## config.mk

```make
export PLATFORM = sky130hd
export DESIGN_NAME = sel_arbiter
export DESIGN_NICKNAME = d
export VERILOG_FILES = /design/src/rtl/arb_pol_pkg.sv /design/src/rtl/arb_rst_sync.sv /design/src/rtl/arb_rr_core.sv /design/src/rtl/arb_matrix_core.sv /design/src/rtl/arb_lookahead_core.sv /design/src/rtl/sel_arbiter.sv
export SDC_FILE = /design/constraint.sdc
export NUM_CORES = 1
export LEC_CHECK = 0
export BUFFER_PORTS_ARGS = -buffer_cell sky130_fd_sc_hd__buf_2
export CAP_MARGIN = 30
export CORE_MARGIN = 2
export CORE_UTILIZATION = 53
export CTS_CLUSTER_DIAMETER = 150
export CTS_CLUSTER_SIZE = 28
export DETAILED_ROUTE_END_ITERATION = 8
export GPL_ROUTABILITY_DRIVEN = 1
export PLACE_DENSITY_LB_ADDON = 0.08
export SLEW_MARGIN = 20
export SYNTH_ARGS = -nofsm -noshare
export SYNTH_HDL_FRONTEND = slang
export SYNTH_HIERARCHICAL = 1
export SYNTH_SLANG_ARGS = --single-unit
export TNS_END_PERCENT = 20
```

## constraint.sdc

```tcl
create_clock -name clk -period 3.3 [get_ports clk]
set_clock_uncertainty 0.2 [all_clocks]
set_input_delay 0 -clock clk [delete_from_list [all_inputs] [get_ports clk]]
set_output_delay 0 -clock clk [all_outputs]
set_load 0.05 [all_outputs]
```

## src/rtl/arb_pol_pkg.sv

```systemverilog
package arb_pol_pkg;

  typedef enum logic [1:0] {
    POL_RR        = 2'd0,
    POL_MATRIX    = 2'd1,
    POL_LOOKAHEAD = 2'd2
  } arb_policy_e;

endpackage

```

## src/rtl/arb_rst_sync.sv

```systemverilog
module arb_rst_sync #(
  parameter int STAGES = 2
) (
  input  logic clk,
  input  logic rst_n,
  output logic rst_sn
);

  logic [STAGES-1:0] sync_q;

  always_ff @(posedge clk or negedge rst_n) begin
    if (!rst_n) sync_q <= '0;
    else        sync_q <= {sync_q[STAGES-2:0], 1'b1};
  end

  assign rst_sn = sync_q[STAGES-1];

endmodule

```

## src/rtl/arb_rr_core.sv

```systemverilog
module arb_rr_core #(
  parameter int N  = 8,
  localparam int PW = (N > 1) ? $clog2(N) : 1
) (
  input  logic         clk,
  input  logic         rst_sn,
  input  logic [N-1:0] req,
  input  logic         upd,
  output logic [N-1:0] grant
);

  logic [PW-1:0] ptr_q, ptr_d;
  logic          ptr_en;
  logic          found;
  int            gidx;

  // search from the pointer upward, wrapping at N
  always_comb begin
    found = 1'b0;
    gidx  = 0;
    for (int k = 0; k < N; k++) begin
      int c;
      c = int'(ptr_q) + k;
      if (c >= N) c = c - N;
      if (!found && req[c]) begin
        found = 1'b1;
        gidx  = c;
      end
    end
    grant = '0;
    if (found) grant[gidx] = 1'b1;
  end

  assign ptr_en = upd && found;

  always_comb begin
    ptr_d = ptr_q;
    if (ptr_en) begin
      if (gidx == N - 1) ptr_d = '0;
      else               ptr_d = PW'(gidx + 1);
    end
  end

  always_ff @(posedge clk or negedge rst_sn) begin
    if (!rst_sn)     ptr_q <= '0;
    else if (ptr_en) ptr_q <= ptr_d;
  end

  for (genvar k = 0; k < N; k++) begin : g_chk
    AST_RR_ADVANCE: assert property (@(posedge clk) disable iff (!rst_sn)
      (upd && grant[k]) |=> (ptr_q == PW'((k + 1) % N)))
      else $error("pointer did not move past granted index");
  end

  AST_RR_HOLD: assert property (@(posedge clk) disable iff (!rst_sn)
    !(upd && (|grant)) |=> $stable(ptr_q))
    else $error("pointer moved without a used grant");

endmodule

```

## src/rtl/arb_matrix_core.sv

```systemverilog
module arb_matrix_core #(
  parameter int N = 8
) (
  input  logic         clk,
  input  logic         rst_sn,
  input  logic [N-1:0] req,
  input  logic         upd,
  output logic [N-1:0] grant
);

  // prio_q[i][j] == 1 : i wins against j
  logic [N-1:0][N-1:0] prio_q, prio_d;
  logic                mtx_en;

  always_comb begin
    for (int i = 0; i < N; i++) begin
      logic beaten;
      beaten = 1'b0;
      for (int j = 0; j < N; j++) begin
        if (j != i && req[j] && prio_q[j][i]) beaten = 1'b1;
      end
      grant[i] = req[i] && !beaten;
    end
  end

  assign mtx_en = upd && (|grant);

  always_comb begin
    prio_d = prio_q;
    for (int w = 0; w < N; w++) begin
      if (grant[w]) begin
        for (int j = 0; j < N; j++) begin
          if (j != w) begin
            prio_d[w][j] = 1'b0;
            prio_d[j][w] = 1'b1;
          end
        end
      end
    end
  end

  always_ff @(posedge clk or negedge rst_sn) begin
    if (!rst_sn) begin
      for (int i = 0; i < N; i++)
        for (int j = 0; j < N; j++)
          prio_q[i][j] <= (i < j);
    end else if (mtx_en) begin
      prio_q <= prio_d;
    end
  end

  for (genvar w = 0; w < N; w++) begin : g_chk
    AST_MTX_LOSER: assert property (@(posedge clk) disable iff (!rst_sn)
      (upd && grant[w]) |=> (prio_q[w] == '0))
      else $error("served requester still beats someone");
  end

  AST_MTX_HOLD: assert property (@(posedge clk) disable iff (!rst_sn)
    !(upd && (|grant)) |=> $stable(prio_q))
    else $error("matrix changed without a used grant");

endmodule

```

## src/rtl/arb_lookahead_core.sv

```systemverilog
module arb_lookahead_core #(
  parameter int N   = 8,
  parameter int GRP = 4,
  localparam int NG = (N + GRP - 1) / GRP,
  localparam int NP = NG * GRP
) (
  input  logic         clk,
  input  logic         rst_sn,
  input  logic [N-1:0] req,
  output logic [N-1:0] grant
);

  logic [NP-1:0] req_p, grant_p;
  logic [NG-1:0] grp_any, grp_clear;

  always_comb begin
    req_p        = '0;
    req_p[N-1:0] = req;
  end

  // group-level lookahead: each group learns in one OR level
  // whether any lower group holds a request
  for (genvar g = 0; g < NG; g++) begin : g_grp
    assign grp_any[g] = |req_p[g*GRP +: GRP];

    always_comb begin
      grp_clear[g] = 1'b1;
      for (int h = 0; h < g; h++) begin
        if (grp_any[h]) grp_clear[g] = 1'b0;
      end
    end

    for (genvar b = 0; b < GRP; b++) begin : g_bit
      logic below;
      always_comb begin
        below = 1'b0;
        for (int m = 0; m < b; m++) begin
          if (req_p[g*GRP + m]) below = 1'b1;
        end
      end
      assign grant_p[g*GRP + b] = req_p[g*GRP + b] && !below && grp_clear[g];
    end
  end

  assign grant = grant_p[N-1:0];

  for (genvar i = 1; i < N; i++) begin : g_chk
    AST_LA_LOWEST: assert property (@(posedge clk) disable iff (!rst_sn)
      grant[i] |-> (req[i-1:0] == '0))
      else $error("a lower index was passed over");
  end

endmodule

```

## src/rtl/sel_arbiter.sv

```systemverilog
module sel_arbiter
  import arb_pol_pkg::*;
#(
  parameter int          N      = 8,
  parameter arb_policy_e POLICY = POL_RR,
  parameter int          GRP    = 4
) (
  input  logic         clk,
  input  logic         rst_n,
  input  logic [N-1:0] req,
  input  logic         upd,
  output logic [N-1:0] grant
);

  logic rst_sn;

  arb_rst_sync #(.STAGES(2)) u_rst (
    .clk    (clk),
    .rst_n  (rst_n),
    .rst_sn (rst_sn)
  );

  if (POLICY == POL_MATRIX) begin : g_mtx
    arb_matrix_core #(.N(N)) u_core (
      .clk    (clk),
      .rst_sn (rst_sn),
      .req    (req),
      .upd    (upd),
      .grant  (grant)
    );
  end else if (POLICY == POL_LOOKAHEAD) begin : g_la
    logic upd_unused;
    assign upd_unused = upd;
    arb_lookahead_core #(.N(N), .GRP(GRP)) u_core (
      .clk    (clk),
      .rst_sn (rst_sn),
      .req    (req),
      .grant  (grant)
    );
  end else begin : g_rr
    arb_rr_core #(.N(N)) u_core (
      .clk    (clk),
      .rst_sn (rst_sn),
      .req    (req),
      .upd    (upd),
      .grant  (grant)
    );
  end

  AST_GNT_ONEHOT: assert property (@(posedge clk) disable iff (!rst_sn)
    $onehot0(grant))
    else $error("more than one grant");

  AST_GNT_IN_REQ: assert property (@(posedge clk) disable iff (!rst_sn)
    (grant & ~req) == '0)
    else $error("grant to a non-requester");

  AST_GNT_IFF_REQ: assert property (@(posedge clk) disable iff (!rst_sn)
    (|grant) == (|req))
    else $error("grant/request emptiness mismatch");

endmodule

```

Yosys cells after proc, flatten, opt, wreduce, memory -nomap -nowiden
Index checks and enable logic that the tools add are counted. Widths: inputs -> output; s select.

Bits in registers: 5. Input port bits: 11. Logic and storage cells: 105.

Add/subtract/negate cells: 16. $lt $le $gt $ge: 18. Eq/ne operators: 1. Multiplexer cells: 52. Reduce and logical (&&, ||, !) cells: 16.

Operators with widths (number): $mux 32 (16); $lt 32x5->1 const B (9); $ge 32x5->1 const B (7); $sub 32x5->32 const B (7); $eq 32x4->1 const B (1); $ge 32x1->1 const B (1); $mux 1 (25); $bmux 1 s3 (8); $add 3x3->4 const B (4); $logic_and 1x1->1 (9); $add 3x2->4 const B (2); $mux 8 (1); $logic_not 1->1 (7); $sub 3x4->5 const B (1); $add 3x1->4 const B (1); $ge 3x4->1 const B (1); $add 3x2->3 const B (1); $demux 1 s3 (1); $mux 3 (1).

Longest topological paths before layout
Gate-level depths: netlist of the first run.

Depth after elaboration: 32. Depth in mapped cells: 14.

Cells and area by module
The synthesis of the first run kept the hierarchy.

Modules (own cells, without submodules): arb_rr_core (times used 1, cells each 154, area each 1407.6 um^2, sequential area each 75.1 um^2); arb_rst_sync (times used 1, cells each 3, area each 53.8 um^2, sequential area each 50.0 um^2).

Worst setup path before layout of the first run
No wires, ideal clock.

Path type: reg2out. Start: reg g_rr.u_core.ptr_q[0]. End: out grant[4]. Data arrival time: 4354 ps. Data required time: 3100 ps. Slack: -1254 ps. Stages on the path, launching flop included: 14. Buffers on the path: 3. Cell sequence: dfrtp_1 > buf_6 > buf_2 > inv_1 > ha_1 > buf_2 > mux4_2 > mux2i_1 > nand3_1 > a211oi_4 > mux2i_1 > or2_2 > o211ai_1 > nor3_1.

Longest elaborated chain between the ends: 32.

RTL lines: start, declared (RTL line arb_rr_core.sv:12) `logic [PW-1:0] ptr_q, ptr_d;`; start signal, assigned (RTL line arb_rr_core.sv:46) `else if (ptr_en) ptr_q <= ptr_d;`; branches (longest 31 deep; another with $sub 32x5->32); $mux 8 (*) (RTL line arb_rr_core.sv:31) `if (found) grant[gidx] = 1'b1;`; end, declared (RTL line sel_arbiter.sv:12) `output logic [N-1:0] grant`.

Mark *: on every way between the ends. The select of a mux whose other input is x is not followed.

Worst setup path in the final report of the first run
Start: reg g_rr.u_core.ptr_q[1]. End: out grant[4].

Same word-level chain as after synthesis.

==> metrics, run 1 <==
Max Cap Viol=0; port bufs=18; routability cong.=1.03; Reg2Reg Setup Slack=0.01 ns; Final #Nets=223; Post-synth EDFFs=0; Slew @ Worst Pin=0.547 ns; Startpoint Class=flop; slew margin rel.=63.3%; CP Class=flop to output port; Simple-Gate Fraction of Synth Area=17.5%; endpoints failing setup=8; first-pass GRT wire length=6900 um; Yosys top cell area share=12.3%; Final Hold Violating Endpoints=0; Reg2Reg Depth=13; io pins=19; hold endpoint=g_rr.u_core/ptr_q[1]$_DFFE_PN0P_; compound-cell area share of the yosys netlist=17.6%; vias in the first global route=1414; Reg-to-Reg Start=g_rr.u_core/ptr_q[1]$_DFFE_PN0P_; TritonCTS clock tree=yes; post-synthesis register bit count=5; mapped cell area=1460 um2; post-synthesis xor/xnor area fraction=1.80%; critical path, cell by cell=clkinv_2, ha_4, buf_6, mux4_2, buf_6, mux2_4, or3b_4, a21oi_2, mux2i_2, or2_4, o211ai_1, buf_4, nor3_4, buf_6; wire per inst=18.4 um; Routed Wire Length=4350 um; most frequent cell after synthesis=mux2i_1; die span in y=56.5 um; width of the die=56.5 um; largest family of logic cells by synthesized area=multiplexers; hpwl dp=3170 um; fillers=177; grt ovf=0; Reg-to-Reg End=g_rr.u_core/ptr_q[2]$_DFFE_PN0P_; Async SR Flop Fraction=100%; Hold Crit Class=input pin to flop; Distinct cells, synth=49; Crit path largest cell delay=0.36 ns; initial core utilization=54.4%; RSZ-0062 raised after global routing=yes; Inserted Clock Buffers=3; Residual DRC=0; post-synthesis adder-cell area fraction=5.14%; 1st-iter DRT viols=61; Post-DRT Antenna Nets=0; initial antenna violation count=0; vias=1516; Fmax=292 MHz; cell count after synthesis=157; Hold Crit Start=upd; area grow syn2layout=43.7%; clock period minus worst slack=3.43 ns; Worst EP arrival=3.23 ns; CP Capture Type=output port; area of the core=2690 um2; CTS root buffer=clkbuf_4; failing checks=negative setup slack; hold depth=4; Post-Syn Area per Cell=9.31 um2; warnings from Yosys=6; share of layout cells above drive strength 1=54.6%; Worst Path Buf+Inv=5; commonest cells in the synthesized netlist=16 x mux2i_1, 14 x mux2_2, 11 x nand2_1, 9 x nor2_1, 8 x mux4_2; clock sink count=5; Worst-Skew Late Latency=0.24 ns; sequential share of the synthesized area=8.56%; Area after DPL=1850 um2; CTS Buffer Depth=2; CP top delay family=multiplexers; setup_tns=-0.547 ns; full die area=3190 um2; Final Max Slew Viols=0; Worst Path Required=3.10 ns; ANT cells=0; crit-path most repeated cell=buf_6; clock-pin slew of the registers on the worst-case setup and hold paths=0.04 ns; Syn Nets=174; cell taking the most area after synthesis=mux4_2; Area contributors post-synth=mux4_2 12%, mux2i_1 11%, mux2_2 11%; final design utilization=78.2%; Top FF cell, synth=dfrtp_1; final period utilization=104%; CTS H-tree lvls=1; Final WS setup=-0.127 ns; first-pass detailed-route iteration total=4; largest net degree at the start of global routing=18; critical path peak fanout=6; fin area=2100 um2; Tot GR Track Use=27.2%; crit path max-delay cell type=dfrtp_1; vias per inst=6.42; status=finished with violations; Placement Rows=19; mux contribution to synthesized area=44.6%
-- registers in the layout, summed over array words and instances (netlist names) --
signal	flops
g_rr.u_core/ptr_q	3
u_rst/sync_q	2
-- per-layer routing --
layer  part of all wire (%)  up-vias  track usage, %
met3                    4.6        4            2.76
met5                      0        -               0
met4                   0.48        0            3.74
met2                     51       55            45.3
li1                       -      711               -
met1                     44      746            39.2
-- layout make-up --
class / count / area, um2 / area share, %
clock buffers: 4 / 26.3 / 1.25
inverters: 6 / 28.8 / 1.37
multi-input cells: 137 / 1440 / 68.5
flip-flops and latches: 5 / 126 / 6.02
well taps: 31 / 38.8 / 1.85
repair buffers: 53 / 440 / 21.0
-- placed cells by master (no fill, tap or decap), types with 3 or more instances in the layout --
| cell type | Yosys | final |
|---|---|---|
| buf_4 | 0 | 24 |
| buf_6 | 1 | 16 |
| mux2_2 | 14 | 13 |
| mux2i_1 | 16 | 12 |
| buf_2 | 3 | 10 |
| nand2_1 | 11 | 9 |
| mux4_2 | 8 | 9 |
| nand2b_1 | 7 | 7 |
| nor2_1 | 9 | 5 |
| ha_1 | 6 | 5 |
| inv_1 | 5 | 4 |
| a31oi_1 | 4 | 4 |
| nand4_1 | 4 | 4 |
| mux4_1 | 5 | 4 |
| mux2i_2 | 0 | 4 |
| a21oi_1 | 6 | 4 |
| nor3_4 | 0 | 4 |
| nor2_4 | 0 | 4 |
| dfrtp_1 | 5 | 4 |
| clkbuf_4 | 0 | 3 |
| dlygate4sd3_1 | 0 | 3 |
-- per-stage QoR --
stage / instances / setup WS [ns] / hold WS [ns]
finish: 236 / -0.127 / 0.0150
floorplan: 157 / -0.437 / -0.496
CTS: 232 / -0.123 / 0.00587
global placement: 224 / 0.0620 / -0.417
detailed placement: 224 / -0.0121 / -0.412
global route: 236 / -0.291 / 0.0255
-- worst max path at each step --
stage	slack, ns	to	start	depth (start not counted)
3_5_place_dp	-0.01	grant[4]	g_rr.u_core/ptr_q[0]$_DFFE_PN0P_	12
5_1_grt	-0.29	grant[4]	g_rr.u_core/ptr_q[1]$_DFFE_PN0P_	14
2_1_floorplan	-0.44	grant[4]	g_rr.u_core/ptr_q[0]$_DFFE_PN0P_	13
6_report	-0.13	grant[4]	g_rr.u_core/ptr_q[1]$_DFFE_PN0P_	14
4_1_cts	-0.12	grant[4]	g_rr.u_core/ptr_q[0]$_DFFE_PN0P_	12
3_3_place_gp	0.06	grant[6]	g_rr.u_core/ptr_q[0]$_DFFE_PN0P_	12
-- cell families (layout without fill, tap and decap cells) --
logic type	count (synthesis)	in the layout
and+or+nand+nor	49	49
muxes	44	44
AOI/OAI and AO/OA	34	34
buffers and inverters	15	63
adders and majority gates	6	6
DFF	5	5
xor gates and xnor gates	3	3
other	1	1
-- timing repair --
| action | CTS | global route |
|---|---|---|
| setup buffers | 1 | 4 |
| hold buffers | 3 | 0 |
| hold endpoints to repair | 5 | 0 |
| cloned | 0 | 0 |
| endpoints found under the setup margin | 9 | 10 |
| pin swaps | 4 | 10 |
| gates resized for setup | 22 | 25 |
-- tightest hold or removal path, cell delays in order --
cell	delay, ns
buf_2	0.10
o21ai_2	0.08
buf_4	0.14
o21ai_1	0.08
Power of run 1 is left out: the tool's default activity adds up to more than one toggle a clock period on the data nets, which glitch-free logic cannot reach.
==> run 2, diff against run 1 <==
- CTS_BUF_LIST: not set -> sky130_fd_sc_hd__clkbuf_16
- HOLD_SLACK_MARGIN: not set -> 0.08
==> run 2 against run 1 <==
Against the previous run:
- the run still ends with negative setup slack left
- worst setup slack got worse by 0.0019 ns
- fmax barely moved
- count of clock-buffer cells in the layout fell by 1
- via count fell by 0.26%
- routed wire length fell by 0.51%
- core utilization rose by 0.23 points
- worst hold slack improved by 0.14 ns
- cell count fell by 0.85%
- first-iteration DRC count rose by 26%
- non-clock buffer count fell by 2
- final area rose by 0.30%
- register-to-register slack improved by 0.06 ns
==> metrics, run 2 (synthesis results as in run 1) <==
CP Class=flop to output port; Startpoint Class=flop; Post-DRT Antenna Nets=0 (unchanged); initial core utilization=54.4% (unchanged); Final WS setup=-0.129 ns (-0.00189 ns); endpoints failing setup=7 (-1); Reg2Reg Setup Slack=0.07 ns (+0.06 ns); ANT cells=0 (unchanged); area of the core=2690 um2 (unchanged); Residual DRC=0 (unchanged); final period utilization=104% (about the same); share of layout cells above drive strength 1=51.2% (-3.4 points); die span in y=56.5 um (unchanged); RSZ-0062 raised after global routing=yes; status=finished with violations; failing checks=negative setup slack; commonest non-fill, non-tap cell in the layout=buf_4; Reg-to-Reg End=g_rr.u_core/ptr_q[2]$_DFFE_PN0P_; clock sink count=5 (unchanged); most frequent cells in the layout=25 x buf_4, 14 x mux2_2, 13 x mux2i_1, 12 x buf_6; clock period minus worst slack=3.43 ns (+0.00189 ns); CTS Buffer Depth=2 (unchanged); Largest regs=g_rr.u_core/ptr_q (3), u_rst/sync_q (2); Final Max Slew Viols=0 (unchanged); Worst Path Required=3.10 ns (about the same); Max Cap Viol=0 (unchanged); 1st-iter DRT viols=77 (+26%); vias per inst=6.46 (+0.59%); slew margin rel.=65.9% (+2.6 points); routability cong.=1.03 (unchanged); width of the die=56.5 um (unchanged); Reg-to-Reg Start=g_rr.u_core/ptr_q[1]$_DFFE_PN0P_; Final Hold Violating Endpoints=0 (unchanged); critical path peak fanout=10 (+4); Worst EP arrival=3.23 ns (about the same); Fmax=292 MHz (about the same); Worst-Skew Late Latency=0.22 ns (-0.02 ns); io pins=19 (unchanged); wire per inst=18.5 um (+0.34%); full die area=3190 um2 (unchanged); hold depth=0 (-4); largest net degree at the start of global routing=18 (unchanged); Final #Nets=221 (-0.90%); CP Capture Type=output port; port bufs=18 (unchanged); TritonCTS clock tree=yes; Inserted Clock Buffers=3 (unchanged); Slew @ Worst Pin=0.508 ns (-0.0384 ns); CTS H-tree lvls=1 (unchanged); Hold Crit Class=flop to flop; Placement Rows=19 (unchanged); Largest Register=g_rr.u_core/ptr_q; max reg flops=3 (unchanged); initial antenna violation count=0 (unchanged); Reg2Reg Depth=13 (unchanged); grt ovf=0 (unchanged); Routed Wire Length=4330 um (-0.51%); first-pass detailed-route iteration total=4 (unchanged); vias=1512 (-0.26%); crit path to=grant[4]; Tot GR Track Use=27.4% (+0.18 points); area grow syn2layout=44.1%; CP startpoint=g_rr.u_core/ptr_q[1]$_DFFE_PN0P_; clock-pin slew of the registers on the worst-case setup and hold paths=0.03 ns (about the same); post-place setup slack=-0.0121 ns (unchanged); first-pass GRT wire length=6970 um (+1.0%); vias in the first global route=1443 (+2.1%); hpwl dp=3170 um (unchanged); CTS root buffer=clkbuf_16
run 2: worst min path at each step:
stage,to,start,slack (ns)
after floorplan,u_rst/sync_q[0]$_DFF_PN0_,rst_n,-0.50
after global placement,u_rst/sync_q[0]$_DFF_PN0_,rst_n,-0.42
after detailed placement,u_rst/sync_q[1]$_DFF_PN0_,rst_n,-0.41
after CTS,u_rst/sync_q[1]$_DFF_PN0_,u_rst/sync_q[0]$_DFF_PN0_,0.16
after global routing,u_rst/sync_q[1]$_DFF_PN0_,u_rst/sync_q[0]$_DFF_PN0_,0.16
final,u_rst/sync_q[1]$_DFF_PN0_,u_rst/sync_q[0]$_DFF_PN0_,0.16
run 2: repair_timing:
action	in CTS	in global routing
buffers inserted	1	1
resized for setup	22	14
pin swaps	4	6
endpoints found under the hold margin	8	0
endpoints found under the setup margin	9	10
hold buffers	4	0
run 2: cell type report:
class                   count  area [um2]
well taps                  31        38.8
fillers                   179         581
clock inverters             1        3.75
repair buffers             51         413
clock buffers               3        75.1
inverters                   6        28.8
multi-input cells         137        1420
flip-flops and latches      5         125
run 2: metal layers:
layer	GRT usage, %	share of wire (%)	vias up
met5	0	0	-
met4	3.74	1.3	0
met3	3.69	2.5	4
met2	46.2	51	35
met1	38.4	45	762
li1	-	-	711
run 2: per-stage QoR:
step                utilization [%]  hold slack [ns]  setup TNS, ns  std cells  cell area (um2)
global route                   78.4            0.162          -1.82        234             2110
global placement               68.7           -0.417              0        224             1850
finish                         78.4            0.156         -0.694        234             2110
detailed placement             68.7           -0.412        -0.0186        224             1850
floorplan                         -           -0.496          -3.15        157             1580
CTS                            76.2            0.159         -0.589        233             2050
run 2: worst max-delay path, cell delays in order (launching register included):
cell and delay (ns):
dfrtp_1 0.37, clkinv_2 0.09, ha_4 0.32, buf_4 0.21
mux2_2 0.36, mux4_2 0.54, nand4_1 0.13, nand3_1 0.10
a21oi_2 0.22, o21ai_4 0.11, buf_4 0.17, nor3_4 0.19
buf_6 0.18
Power of run 2 is left out for the same reason.
